<file path="src/rtl/hsw_pkg.sv">
package hsw_pkg;

  typedef enum logic [2:0] {
    ST_IDLE    = 3'd0,
    ST_PROBE   = 3'd1,
    ST_GATE    = 3'd2,
    ST_ON      = 3'd3,
    ST_BACKOFF = 3'd4,
    ST_LATCH   = 3'd5
  } seqState_t;

  // control -> datapath strobes
  typedef struct packed {
    logic cntClr;
    logic cntInc;
  } ctlStrb_t;

  // datapath -> control terminal-count flags
  typedef struct packed {
    logic hitProbe;
    logic hitBackoff;
    logic hitClr;
  } tmrFlags_t;

endpackage

</file>
<file path="src/rtl/hsw_timer.sv">
module hsw_timer
  import hsw_pkg::*;
#(
  parameter int PROBE_CYC  = 2200000,
  parameter int CLR_CYC    = 15000,
  parameter int RETRY_MULT = 16
) (
  input  logic      clk,
  input  logic      rstN,
  input  ctlStrb_t  strb,
  output tmrFlags_t flags
);

  localparam int BACKOFF_CYC = RETRY_MULT * PROBE_CYC;
  localparam int MAX_CYC     = (BACKOFF_CYC > CLR_CYC) ? BACKOFF_CYC : CLR_CYC;
  localparam int CW          = $clog2(MAX_CYC + 1);

  localparam logic [CW-1:0] PROBE_LAST   = CW'(PROBE_CYC - 1);
  localparam logic [CW-1:0] BACKOFF_LAST = CW'(BACKOFF_CYC - 1);
  localparam logic [CW-1:0] CLR_LAST     = CW'(CLR_CYC - 1);

  logic [CW-1:0] cnt;

  // one shared interval counter; the control decides which limit matters
  always_ff @(posedge clk) begin
    if (!rstN || strb.cntClr) cnt <= '0;
    else if (strb.cntInc)     cnt <= cnt + 1'b1;
  end

  always_comb begin
    flags.hitProbe   = (cnt == PROBE_LAST);
    flags.hitBackoff = (cnt == BACKOFF_LAST);
    flags.hitClr     = (cnt == CLR_LAST);
  end

endmodule

</file>
<file path="src/rtl/hsw_ctrl.sv">
module hsw_ctrl
  import hsw_pkg::*;
(
  input  logic      clk,
  input  logic      rstN,
  input  logic      uvloOk,
  input  logic      loadAbove,
  input  logic      gateDone,
  input  logic      gateFault,
  input  logic      latchMode,
  input  tmrFlags_t flags,
  output ctlStrb_t  strb,
  output logic      probeEn,
  output logic      gateEn,
  output logic      faultOut,
  output logic [2:0] stateCode
);

  seqState_t state, nxt;
  seqState_t failDest;

  assign failDest = latchMode ? ST_LATCH : ST_BACKOFF;

  always_ff @(posedge clk) begin
    if (!rstN) state <= ST_IDLE;
    else       state <= nxt;
  end

  always_comb begin
    nxt         = state;
    strb.cntClr = 1'b1;
    strb.cntInc = 1'b0;
    unique case (state)
      ST_IDLE: begin
        if (uvloOk) begin
          if (flags.hitProbe) nxt = ST_PROBE;
          else begin strb.cntClr = 1'b0; strb.cntInc = 1'b1; end
        end
      end
      ST_PROBE: begin
        if (!uvloOk)             nxt = ST_IDLE;
        else if (loadAbove)      nxt = ST_GATE;
        else if (flags.hitProbe) nxt = failDest;
        else begin strb.cntClr = 1'b0; strb.cntInc = 1'b1; end
      end
      ST_GATE: begin
        if (!uvloOk)        nxt = ST_IDLE;
        else if (gateFault) nxt = failDest;
        else if (gateDone)  nxt = ST_ON;
      end
      ST_ON: begin
        if (!uvloOk) nxt = ST_IDLE;
      end
      ST_BACKOFF: begin
        if (!uvloOk)               nxt = ST_IDLE;
        else if (flags.hitBackoff) nxt = ST_PROBE;
        else begin strb.cntClr = 1'b0; strb.cntInc = 1'b1; end
      end
      ST_LATCH: begin
        if (!uvloOk) begin
          if (flags.hitClr) nxt = ST_IDLE;
          else begin strb.cntClr = 1'b0; strb.cntInc = 1'b1; end
        end
      end
      default: nxt = ST_IDLE;
    endcase
  end

  always_comb begin
    probeEn   = (state == ST_PROBE);
    gateEn    = (state == ST_GATE) || (state == ST_ON);
    faultOut  = (state == ST_BACKOFF) || (state == ST_LATCH);
    stateCode = state;
  end

endmodule

</file>
<file path="src/rtl/hsw_sequencer.sv">
module hsw_sequencer
  import hsw_pkg::*;
#(
  parameter int PROBE_CYC  = 2200000,
  parameter int CLR_CYC    = 15000,
  parameter int RETRY_MULT = 16
) (
  input  logic       clk,
  input  logic       rstN,
  input  logic       uvloOk,
  input  logic       loadAbove,
  input  logic       gateDone,
  input  logic       gateFault,
  input  logic       latchMode,
  output logic       probeEn,
  output logic       gateEn,
  output logic       faultOut,
  output logic [2:0] stateCode
);

  ctlStrb_t  strb;
  tmrFlags_t flags;

  hsw_ctrl u_ctrl (
    .clk       (clk),
    .rstN      (rstN),
    .uvloOk    (uvloOk),
    .loadAbove (loadAbove),
    .gateDone  (gateDone),
    .gateFault (gateFault),
    .latchMode (latchMode),
    .flags     (flags),
    .strb      (strb),
    .probeEn   (probeEn),
    .gateEn    (gateEn),
    .faultOut  (faultOut),
    .stateCode (stateCode)
  );

  hsw_timer #(
    .PROBE_CYC  (PROBE_CYC),
    .CLR_CYC    (CLR_CYC),
    .RETRY_MULT (RETRY_MULT)
  ) u_timer (
    .clk   (clk),
    .rstN  (rstN),
    .strb  (strb),
    .flags (flags)
  );

endmodule

</file>
<file path="config.mk">
export PLATFORM = sky130hd
export DESIGN_NAME = hsw_sequencer
export DESIGN_NICKNAME = d
export VERILOG_FILES = /design/src/rtl/hsw_pkg.sv /design/src/rtl/hsw_timer.sv /design/src/rtl/hsw_ctrl.sv /design/src/rtl/hsw_sequencer.sv
export SDC_FILE = /design/constraint.sdc
export NUM_CORES = 1
export LEC_CHECK = 0
export ABC_AREA = 1
export BUFFER_PORTS_ARGS = -buffer_cell sky130_fd_sc_hd__clkbuf_2
export CORE_MARGIN = 2
export CORE_UTILIZATION = 55
export DETAILED_ROUTE_END_ITERATION = 8
export GPL_TIMING_DRIVEN = 0
export PLACE_DENSITY = 0.84
export SLEW_MARGIN = 15
export SYNTH_ARGS = -nofsm -noshare
export SYNTH_HDL_FRONTEND = slang
export SYNTH_SLANG_ARGS = --single-unit
</file>
<file path="constraint.sdc">
create_clock -name clk -period 5.9 [get_ports clk]
set_clock_uncertainty 0.2 [all_clocks]
set_input_delay 0.59 -clock clk [delete_from_list [all_inputs] [get_ports clk]]
set_output_delay 0.59 -clock clk [all_outputs]
set_load 0.05 [all_outputs]
</file>
==> qor.txt <==
status -> finished, final reports clean
clock root cell -> clkbuf_8
Via-to-Cell Ratio -> 5.32
count leader, synth -> nand2_1
DP HPWL -> 4.10 mm
Synth area leader -> dfxtp_1
pin count of the biggest net entering global routing -> 11
Simple-Gate Fraction of Synth Area -> 0.403
global route overflow -> 0
first-pass GRT wire length -> 8.72 mm
CTS Buf Count -> 5
xor/xnor share of the synthesized area -> 0.0941
share of post-route cells with drive strength above 1 -> 0.124
Pwr per Cell Area -> 156 nW/um^2
Crit path max-delay family -> simple AND/OR/NAND/NOR gates
num rows -> 23
post-CTS sizing -> 0
GRT Util Overall -> 0.257
cell with the largest stage delay on the worst path -> dfxtp_1
post-route ant nets -> 0
Final Max Tran Viols -> 0
I/O Pins -> 13
Iter 0 DRT Violations -> 114
Yosys reg bits -> 29
initial core utilization -> 0.567
cts hold-fix bufs -> 0
worst-skew pair later-pin latency -> 0.29 ns
Final Wtd Congestion -> 0.995
CP most frequent cell -> nand2_2
DR vias -> 2,326
IO Port Bufs -> 12
post-CTS setup buffer count -> 0
area share of the largest cell type after synthesis -> 0.260
Primary FF master, synth -> dfxtp_1
endpoints failing setup -> 0
most frequent cells after synthesis -> nand2_1 (102), nor2_1 (76), inv_1 (30)
Mapped Area -> 2230 um^2
fmax -> 410 MHz
combinational family with the most area after synthesis -> simple AND/OR/NAND/NOR gates
clock buffer depth -> 2
drt total wl -> 5.40 mm
MaxCap Viol Count -> 0
die area -> 4590 um^2
Final Hold Fails -> 0
crit path cell chain -> ha_1 -> nand3_2 -> inv_2 -> nand2_2 -> nor2_1 -> nand2_1 -> nand2_2 -> nand2_4 -> clkbuf_1 -> o21ai_0 -> a21oi_2
Adder-Cell Fraction of Synth Area -> 0.00560
Nets -> 394
yosys warns -> 0
Area Overhead vs Synth -> 9.07%
sequential-to-total area share from yosys stat -> 0.260
fillcell total -> 394
drt drc -> 0
RSZ-0062 raised after global routing -> no
Critical Path AT -> 2.41 ns
CP Launch Type -> flip-flop
clock-pin slew on the worst setup and hold paths -> 0.06 ns
kind of end point of the critical path -> flip-flop
WS Path Type -> reg2reg
Leak -> 0.883 nW
wire length per cell -> 12.4 um
Compound-Gate Fraction of Synth Area -> 0.151
period utilization -> 0.414
Register-to-Register Path Depth -> 11
CP peak stage delay -> 0.35 ns
# diodes -> 0
CTS tree -> yes
peak supply drop -> 0.121 mV
Avg Inst Size Synth -> 6.09 um^2
Netlist cell types -> 27
Buf/Inv on CP -> 2
Max-Slew Margin vs Limit -> 0.632
core area -> 3940 um^2
multiplexer share of the synthesized area -> 0
worst hold path cell count -> 2
Async SR Flop Fraction -> 0
critical path depth in cells -> 11
power consumption -> 380 uW
Worst Tran Pin Value -> 0.548 ns
CP Data Required Time -> 5.87 ns
Num Clock Sinks -> 29
TNS Setup -> 0 ns
Post-Synthesis Cells -> 367
Pre-antenna DRT Iters -> 5
initial antenna violation count -> 0
Die X -> 67.7 um
Die Ht -> 67.7 um
number of global-route vias before repair -> 1,923
min Tclk post-route -> 2.44 ns
CP max FO -> 10
H-tree levels -> 2
Post-synth EDFFs -> 0
HP Class -> reg2reg
Syn Nets -> 375
Area contributors post-synth -> dfxtp_1 (26%), nand2_1 (17%), nor2_1 (13%)
-- state kept, by name (all words and copies together), names as in the netlist --
name              cells
u_timer.cnt          26
u_ctrl.stateCode      3
-- stage by stage --
step | instances | setup WS [ns] | area, um^2 | util | hold slack [ns]
floorplan | 367 | 3.13 | 2230 | - | 0.268
CTS | 437 | 3.50 | 2440 | 0.618 | 0.293
global placement | 429 | 3.58 | 2360 | 0.598 | 0.277
detailed placement | 429 | 3.51 | 2360 | 0.598 | 0.283
global route | 437 | 3.28 | 2440 | 0.618 | 0.329
finish | 437 | 3.46 | 2440 | 0.618 | 0.297
-- worst min-delay path, delay by kind of cell (launching register included) --
family	cells	cell delay, ns
compound gates	1	0.05
simple gates	1	0.08
flops	1	0.32
-- worst paths after layout --
| kind | from | end | slack (ns) |
|---|---|---|---|
| setup / recovery | u_timer.cnt[0]$_SDFFE_PP0P_ | u_timer.cnt[19]$_SDFFE_PP0P_ | 3.46 |
| hold / removal | u_timer.cnt[22]$_SDFFE_PP0P_ | u_timer.cnt[22]$_SDFFE_PP0P_ | 0.30 |
| setup reg to reg | u_timer.cnt[0]$_SDFFE_PP0P_ | u_timer.cnt[19]$_SDFFE_PP0P_ | 3.46 |
| hold reg to reg | u_timer.cnt[22]$_SDFFE_PP0P_ | u_timer.cnt[22]$_SDFFE_PP0P_ | 0.30 |
-- layout by cell type (no fill, tap or decap), types with 2 or more instances in the layout --
| cell type | n |
|---|---|
| nand4_1 | 3 |
| buf_2 | 2 |
| a21oi_2 | 12 |
| a21oi_1 | 14 |
| clkbuf_1 | 8 |
| nor2_1 | 76 |
| nor2_2 | 2 |
| xnor2_1 | 4 |
| inv_2 | 2 |
| nand3_1 | 14 |
| clkbuf_2 | 12 |
| nor3_1 | 9 |
| buf_6 | 4 |
| nand2_4 | 2 |
| dfxtp_1 | 29 |
| xor2_1 | 20 |
| nand2_2 | 4 |
| clkbuf_8 | 5 |
| nand2_1 | 102 |
| inv_1 | 30 |
| o21ai_0 | 25 |
-- cell families after synthesis --
kind of cell | after synthesis
compound gates | 55
simple gates | 215
fa+ha+maj | 1
xor+xnor | 24
flops | 29
buf+inv | 43
-- per-layer routing --
metal	vias to the layer above	global-route usage	wire length (um)
met5	-	0	0
met4	0	0.110	129
met3	15	0.0583	351
met2	78	0.415	2490
met1	1042	0.326	2430
li1	1191	-	-
-- power by group --
part	leakage [nW]	switching, mW	internal [mW]
sequential	0.234	0.000572	0.197
clock	0.0395	0.0775	0.0836
combinational	0.609	0.0148	0.00726
-- layout make-up --
| cell class | count | area [um^2] | area share |
|---|---|---|---|
| flip-flops and latches | 29 | 581 | 0.238 |
| plain buffers | 11 | 73.8 | 0.0303 |
| clock buffers | 8 | 80.1 | 0.0329 |
| well taps | 50 | 62.6 | 0.0257 |
| inverters | 32 | 120 | 0.0493 |
| repair buffers | 12 | 60.1 | 0.0246 |
| multi-input cells | 295 | 1460 | 0.599 |
(Power assumes the default switching activity.)
